## src/rtl/masked_irq_ctl_pkg.sv

```systemverilog
package masked_irq_ctl_pkg;
    typedef enum logic {
        IRQ_IDLE   = 1'b0,
        IRQ_RAISED = 1'b1
    } irq_state_e;

    localparam logic [7:0] STAT_OFS_DEF = 8'h70;
    localparam logic [7:0] MASK_OFS_DEF = 8'h74;
endpackage

```

## src/rtl/masked_irq_ctl_decode.sv

```systemverilog
module masked_irq_ctl_decode #(
    parameter int ADDR_W = 8,
    parameter int DATA_W = 32,
    parameter int REG_W  = 16,
    parameter logic [ADDR_W-1:0] STAT_OFS = 8'h70,
    parameter logic [ADDR_W-1:0] MASK_OFS = 8'h74
) (
    input  logic [ADDR_W-1:0]   addr,
    input  logic                wr,
    input  logic [DATA_W/8-1:0] be,
    input  logic [REG_W-1:0]    stat_q,
    input  logic [REG_W-1:0]    mask_q,
    output logic                stat_we,
    output logic                mask_we,
    output logic [REG_W-1:0]    lane_bits,
    output logic [DATA_W-1:0]   rdata
);
    localparam int LANES = REG_W / 8;

    assign stat_we = wr && (addr == STAT_OFS);
    assign mask_we = wr && (addr == MASK_OFS);

    for (genvar g = 0; g < LANES; g++) begin : g_lane
        assign lane_bits[g*8 +: 8] = {8{be[g]}};
    end

    always_comb begin
        rdata = '0;
        if (addr == STAT_OFS)      rdata[REG_W-1:0] = stat_q;
        else if (addr == MASK_OFS) rdata[REG_W-1:0] = mask_q;
    end
endmodule

```

## src/rtl/masked_irq_ctl_regs.sv

```systemverilog
module masked_irq_ctl_regs #(
    parameter int REG_W = 16
) (
    input  logic             clk,
    input  logic             rst_n,
    input  logic             stat_we,
    input  logic             mask_we,
    input  logic [REG_W-1:0] lane_bits,
    input  logic [REG_W-1:0] wdata,
    input  logic [REG_W-1:0] hw_req,
    output logic [REG_W-1:0] stat_d,
    output logic [REG_W-1:0] mask_d,
    output logic [REG_W-1:0] stat_q,
    output logic [REG_W-1:0] mask_q
);
    logic [REG_W-1:0] ack_keep;

    // A disabled lane acts as all-ones, which keeps the bits of that lane.
    assign ack_keep = wdata | ~lane_bits;

    always_comb begin
        stat_d = stat_we ? (stat_q & ack_keep) : stat_q;
        stat_d = stat_d | hw_req;        // set wins over clear
        mask_d = mask_we ? ((mask_q & ~lane_bits) | (wdata & lane_bits)) : mask_q;
    end

    always_ff @(posedge clk) begin
        if (!rst_n) begin
            stat_q <= '0;
            mask_q <= '0;
        end else begin
            stat_q <= stat_d;
            mask_q <= mask_d;
        end
    end
endmodule

```

## src/rtl/masked_irq_ctl_irq_fsm.sv

```systemverilog
module masked_irq_ctl_irq_fsm
    import masked_irq_ctl_pkg::*;
#(
    parameter int REG_W = 16
) (
    input  logic             clk,
    input  logic             rst_n,
    input  logic [REG_W-1:0] stat_d,
    input  logic [REG_W-1:0] mask_d,
    output logic             irq_out
);
    irq_state_e state_q, state_d;
    logic       pend_d;

    assign pend_d = |(stat_d & mask_d);

    always_comb begin
        state_d = state_q;
        unique case (state_q)
            IRQ_IDLE:   if (pend_d)  state_d = IRQ_RAISED;
            IRQ_RAISED: if (!pend_d) state_d = IRQ_IDLE;
            default:    state_d = IRQ_IDLE;
        endcase
    end

    always_ff @(posedge clk) begin
        if (!rst_n) state_q <= IRQ_IDLE;
        else        state_q <= state_d;
    end

    always_comb begin
        unique case (state_q)
            IRQ_RAISED: irq_out = 1'b1;
            default:    irq_out = 1'b0;
        endcase
    end
endmodule

```

## src/rtl/masked_irq_ctl.sv

```systemverilog
module masked_irq_ctl
    import masked_irq_ctl_pkg::*;
#(
    parameter int ADDR_W = 8,
    parameter int DATA_W = 32,
    parameter int REG_W  = 16,
    parameter logic [ADDR_W-1:0] STAT_OFS = STAT_OFS_DEF,
    parameter logic [ADDR_W-1:0] MASK_OFS = MASK_OFS_DEF
) (
    input  logic                clk,
    input  logic                rst_n,
    input  logic [ADDR_W-1:0]   bus_addr,
    input  logic                bus_wr,
    input  logic [DATA_W/8-1:0] bus_be,
    input  logic [DATA_W-1:0]   bus_wdata,
    output logic [DATA_W-1:0]   bus_rdata,
    input  logic [REG_W-1:0]    hw_req,
    output logic                irq_out
);
    logic             stat_we, mask_we;
    logic [REG_W-1:0] lane_bits, stat_d, mask_d, stat_q, mask_q;

    masked_irq_ctl_decode #(
        .ADDR_W(ADDR_W), .DATA_W(DATA_W), .REG_W(REG_W),
        .STAT_OFS(STAT_OFS), .MASK_OFS(MASK_OFS)
    ) u_decode (
        .addr(bus_addr), .wr(bus_wr), .be(bus_be),
        .stat_q(stat_q), .mask_q(mask_q),
        .stat_we(stat_we), .mask_we(mask_we),
        .lane_bits(lane_bits), .rdata(bus_rdata)
    );

    masked_irq_ctl_regs #(.REG_W(REG_W)) u_regs (
        .clk(clk), .rst_n(rst_n),
        .stat_we(stat_we), .mask_we(mask_we),
        .lane_bits(lane_bits), .wdata(bus_wdata[REG_W-1:0]),
        .hw_req(hw_req),
        .stat_d(stat_d), .mask_d(mask_d),
        .stat_q(stat_q), .mask_q(mask_q)
    );

    masked_irq_ctl_irq_fsm #(.REG_W(REG_W)) u_fsm (
        .clk(clk), .rst_n(rst_n),
        .stat_d(stat_d), .mask_d(mask_d),
        .irq_out(irq_out)
    );
endmodule

```

## config.mk

```make
export PLATFORM = sky130hd
export DESIGN_NAME = masked_irq_ctl
export DESIGN_NICKNAME = d
export VERILOG_FILES = /design/src/rtl/masked_irq_ctl_pkg.sv /design/src/rtl/masked_irq_ctl_decode.sv /design/src/rtl/masked_irq_ctl_regs.sv /design/src/rtl/masked_irq_ctl_irq_fsm.sv /design/src/rtl/masked_irq_ctl.sv
export SDC_FILE = /design/constraint.sdc
export NUM_CORES = 1
export LEC_CHECK = 0
export ABC_CLOCK_PERIOD_IN_PS = 1750
export BUFFER_PORTS_ARGS = -buffer_cell sky130_fd_sc_hd__buf_2
export CORE_MARGIN = 1
export CORE_UTILIZATION = 23
export CTS_CLUSTER_DIAMETER = 30
export DETAILED_ROUTE_END_ITERATION = 10
export SLEW_MARGIN = 20
export SYNTH_ARGS = -nofsm -noshare
export SYNTH_HDL_FRONTEND = slang
export SYNTH_SLANG_ARGS = --single-unit
```

## constraint.sdc

```tcl
create_clock -name clk -period 1.75 [get_ports clk]
set_clock_uncertainty 0.05 [all_clocks]
set_input_delay 0.175 -clock clk [delete_from_list [all_inputs] [get_ports clk]]
set_output_delay 0.175 -clock clk [all_outputs]
set_load 0.02 [all_outputs]
```

==> run summary <==
Pwr Total: 1.63 mW
CP dominant cell by count: buf_6
DRT Wirelength: 6270 µm
first-pass GRT wire length: 9650 µm
Synthesis Warnings: 0
CP max stage cell: and4bb_2
worst hold slack: 85.2 ps
r2r setup slk: 350 ps
via count: 2042
Hold-fix buffers, CTS: 0
clock sink count: 33
Buf+Inv Stages, Crit Path: 5
Syn Std Cell Area: 1950 µm²
Port-buffer cells: 61
syn avg cell area: 8.24 µm²
Synth async-reset ratio: 0%
hold crit path type: input pin to flip-flop
Syn Inst Count: 237
top cells by area, synth: dfxtp_1, mux2i_1, a22o_1
Crit Path Category: input pin to output pin
Max Root-Sink Buffers: 2
critical path's top delay family: buffers and inverters
synthesis-to-finish area growth: 37.9%
std cell rows: 33
initial antenna violation count: 0
Max VDD drop: 0.000225 V
layout cells sized above 1: 31.3%
FILL cells: 889
Slew Limit Fails: 0
clk_lat worst skew: 290 ps
router iterations before antenna repair: 5
met1 usage: 17.6%
Die Ht: 94.2 µm
FF-to-FF path depth: 4
CP max stage delay: 320 ps
Antenna Nets Post-Route: 0
Net count, final: 383
Post-DP Area: 2470 µm²
Leak: 1.12 nW
RSZ-0062 raised after global routing: yes
gr usage total: 14.5%
clk root buf: clkbuf_8
die width: 94.2 µm
DR DRC count: 0
WL per Instance: 14.8 µm
initial drt markers: 125
grt ovf: 0
R2R Path End: u_fsm.state_q
CTS Buf Count: 5
Tcrit/Tclk final: 98.0%
Fin Setup TNS: 0 ps
total die area: 8860 µm²
Synth top area share: 33.8%
final design utilization: 32.8%
largest net degree at the start of global routing: 34
sequential cell area fraction in the yosys report: 33.8%
routing usage on met3: 3.56%
I/O pin count: 96
cell area after layout: 2690 µm²
ant diodes: 0
detailed-route vias per instance: 4.80
DP HPWL: 4860 µm
hold_sp: hw_req[10]
# Max-Cap Violations: 0
CP cell instances: buf_6 -> and4bb_2 -> nand2_4 -> buf_6 -> nor2_4 -> buf_6 -> buf_6 -> a22o_1 -> buf_6
Tmin final: 1710 ps
Fmax: 0.583 GHz
Clock transition at path regs: 70 ps
Core Footprint: 8220 µm²
TritonCTS clock tree: built
gr busiest metal: met2
met2 usage: 25.5%
Final setup violation count: 0
WP data required: 1520 ps
PwrDens: 604 nW/µm²
Post-synth EDFFs: 0
Distinct cells, synth: 39
htree depth: 2
Initial Util: 23.8%
commonest register cell after synthesis: dfxtp_1
Synth Register Bits: 33
CP Capture Type: output pin
status: finished clean
Worst Path Arrival: 1490 ps
Critical Path Source Type: input pin
post-synth top area cell: dfxtp_1
Hold Path Stages: 3
worst-path fanout max: 9
WHS Endpoint: u_regs.stat_q[10]
FF-to-FF Start: u_regs.stat_q[14]
Final Hold Viols: 0
gpl congestion: 0.856
vias in the first global route: 1941
placed cells by master (no fill, tap or decap), types with 5 or more instances in the layout:
| cell | synthesis | routed |
|---|---|---|
| a2111oi_1 | 5 | 5 |
| a211o_1 | 7 | 7 |
| a21oi_1 | 16 | 16 |
| a22o_1 | 16 | 16 |
| buf_2 | 3 | 47 |
| buf_4 | 16 | 23 |
| buf_6 | 1 | 15 |
| clkbuf_8 | 0 | 6 |
| conb_1 | 1 | 16 |
| dfxtp_1 | 33 | 33 |
| inv_1 | 25 | 25 |
| mux2i_1 | 16 | 16 |
| nor2_1 | 27 | 27 |
| o21ai_0 | 18 | 18 |
| o21ai_1 | 5 | 5 |
| o22ai_1 | 13 | 13 |
how the worst max path moves through the flow:
| stage | depth (start not counted) | start | end | slack (ps) |
|---|---|---|---|---|
| after global routing | 7 | bus_addr[1] | u_fsm.state_q | -50 |
| after detailed placement | 7 | bus_addr[0] | u_fsm.state_q | -310 |
| after floorplan | 6 | bus_addr[0] | bus_rdata[10] | 10 |
| after CTS | 9 | bus_addr[1] | bus_rdata[4] | 20 |
| after global placement | 7 | bus_addr[0] | u_fsm.state_q | -260 |
| final | 9 | bus_addr[1] | bus_rdata[4] | 40 |
worst register-to-register path, cell delays in order (launching register included):
cell and delay (ps):
dfxtp_1 320, o22ai_1 310, o32ai_1 170, nor4_1 260, a41oi_1 150
final cells by class:
type,instances,area (µm²),area share [%]
tap,105,131,4.88
timing repair buffer,86,597,22.2
multi-input combinational,168,1120,41.6
sequential,33,661,24.5
inverter,26,97.6,3.62
clock buffer,7,86.3,3.20
power breakdown:
| group | total (mW) | internal [mW] | switching (mW) | leakage [nW] |
|---|---|---|---|---|
| sequential | 0.799 | 0.778 | 0.0210 | 0.271 |
| combinational | 0.242 | 0.0932 | 0.149 | 0.803 |
| clock | 0.586 | 0.312 | 0.274 | 0.0443 |
logic make-up (layout without fill, tap and decap cells):
logic type | count (synthesis) | in the layout | share of synthesized area (%)
AOI/OAI and AO/OA | 94 | 94 | 33.2
buffers and inverters | 51 | 119 | 13.5
and+or+nand+nor | 42 | 42 | 11.1
DFF | 33 | 33 | 33.8
muxes | 16 | 16 | 8.20
other | 1 | 16 | 0.192
cells in the mapped netlist (2+ instances only):
| library cell | n |
|---|---|
| nor2_1 | 27 |
| nand4bb_1 | 2 |
| nand2_1 | 2 |
| buf_4 | 16 |
| a2111oi_1 | 5 |
| mux2i_1 | 16 |
| a2111oi_0 | 2 |
| nand3_1 | 2 |
| a21oi_1 | 16 |
| dfxtp_1 | 33 |
| o31ai_1 | 2 |
| nor3_1 | 2 |
| a211o_1 | 7 |
| o21ai_0 | 18 |
| o22ai_1 | 13 |
| a22o_1 | 16 |
| o32ai_1 | 2 |
| o21ai_1 | 5 |
| buf_2 | 3 |
| inv_1 | 25 |
| clkbuf_1 | 5 |
registers in the layout, summed over array words and instances (netlist names):
name,count
u_regs.stat_q,16
u_fsm.state_q,1
u_regs.mask_q,16
stage by stage:
stage	worst slack (ps)	instances
after floorplan	11.8	252
after global placement	-259	416
after detailed placement	-312	416
after CTS	22.5	425
after global routing	-49.0	425
final	35.4	425
metal layers:
metal | wire, µm | up-vias
li1 | - | 1009
met5 | 0 | -
met4 | 59 | 0
met3 | 334 | 7
met2 | 3070 | 69
met1 | 2800 | 957
what timing repair did:
action	CTS	global route
resized for setup	15	19
pin swaps	1	0
setup endpoints to repair	15	12
buffers inserted	2	0
(Power assumes the default switching activity.)
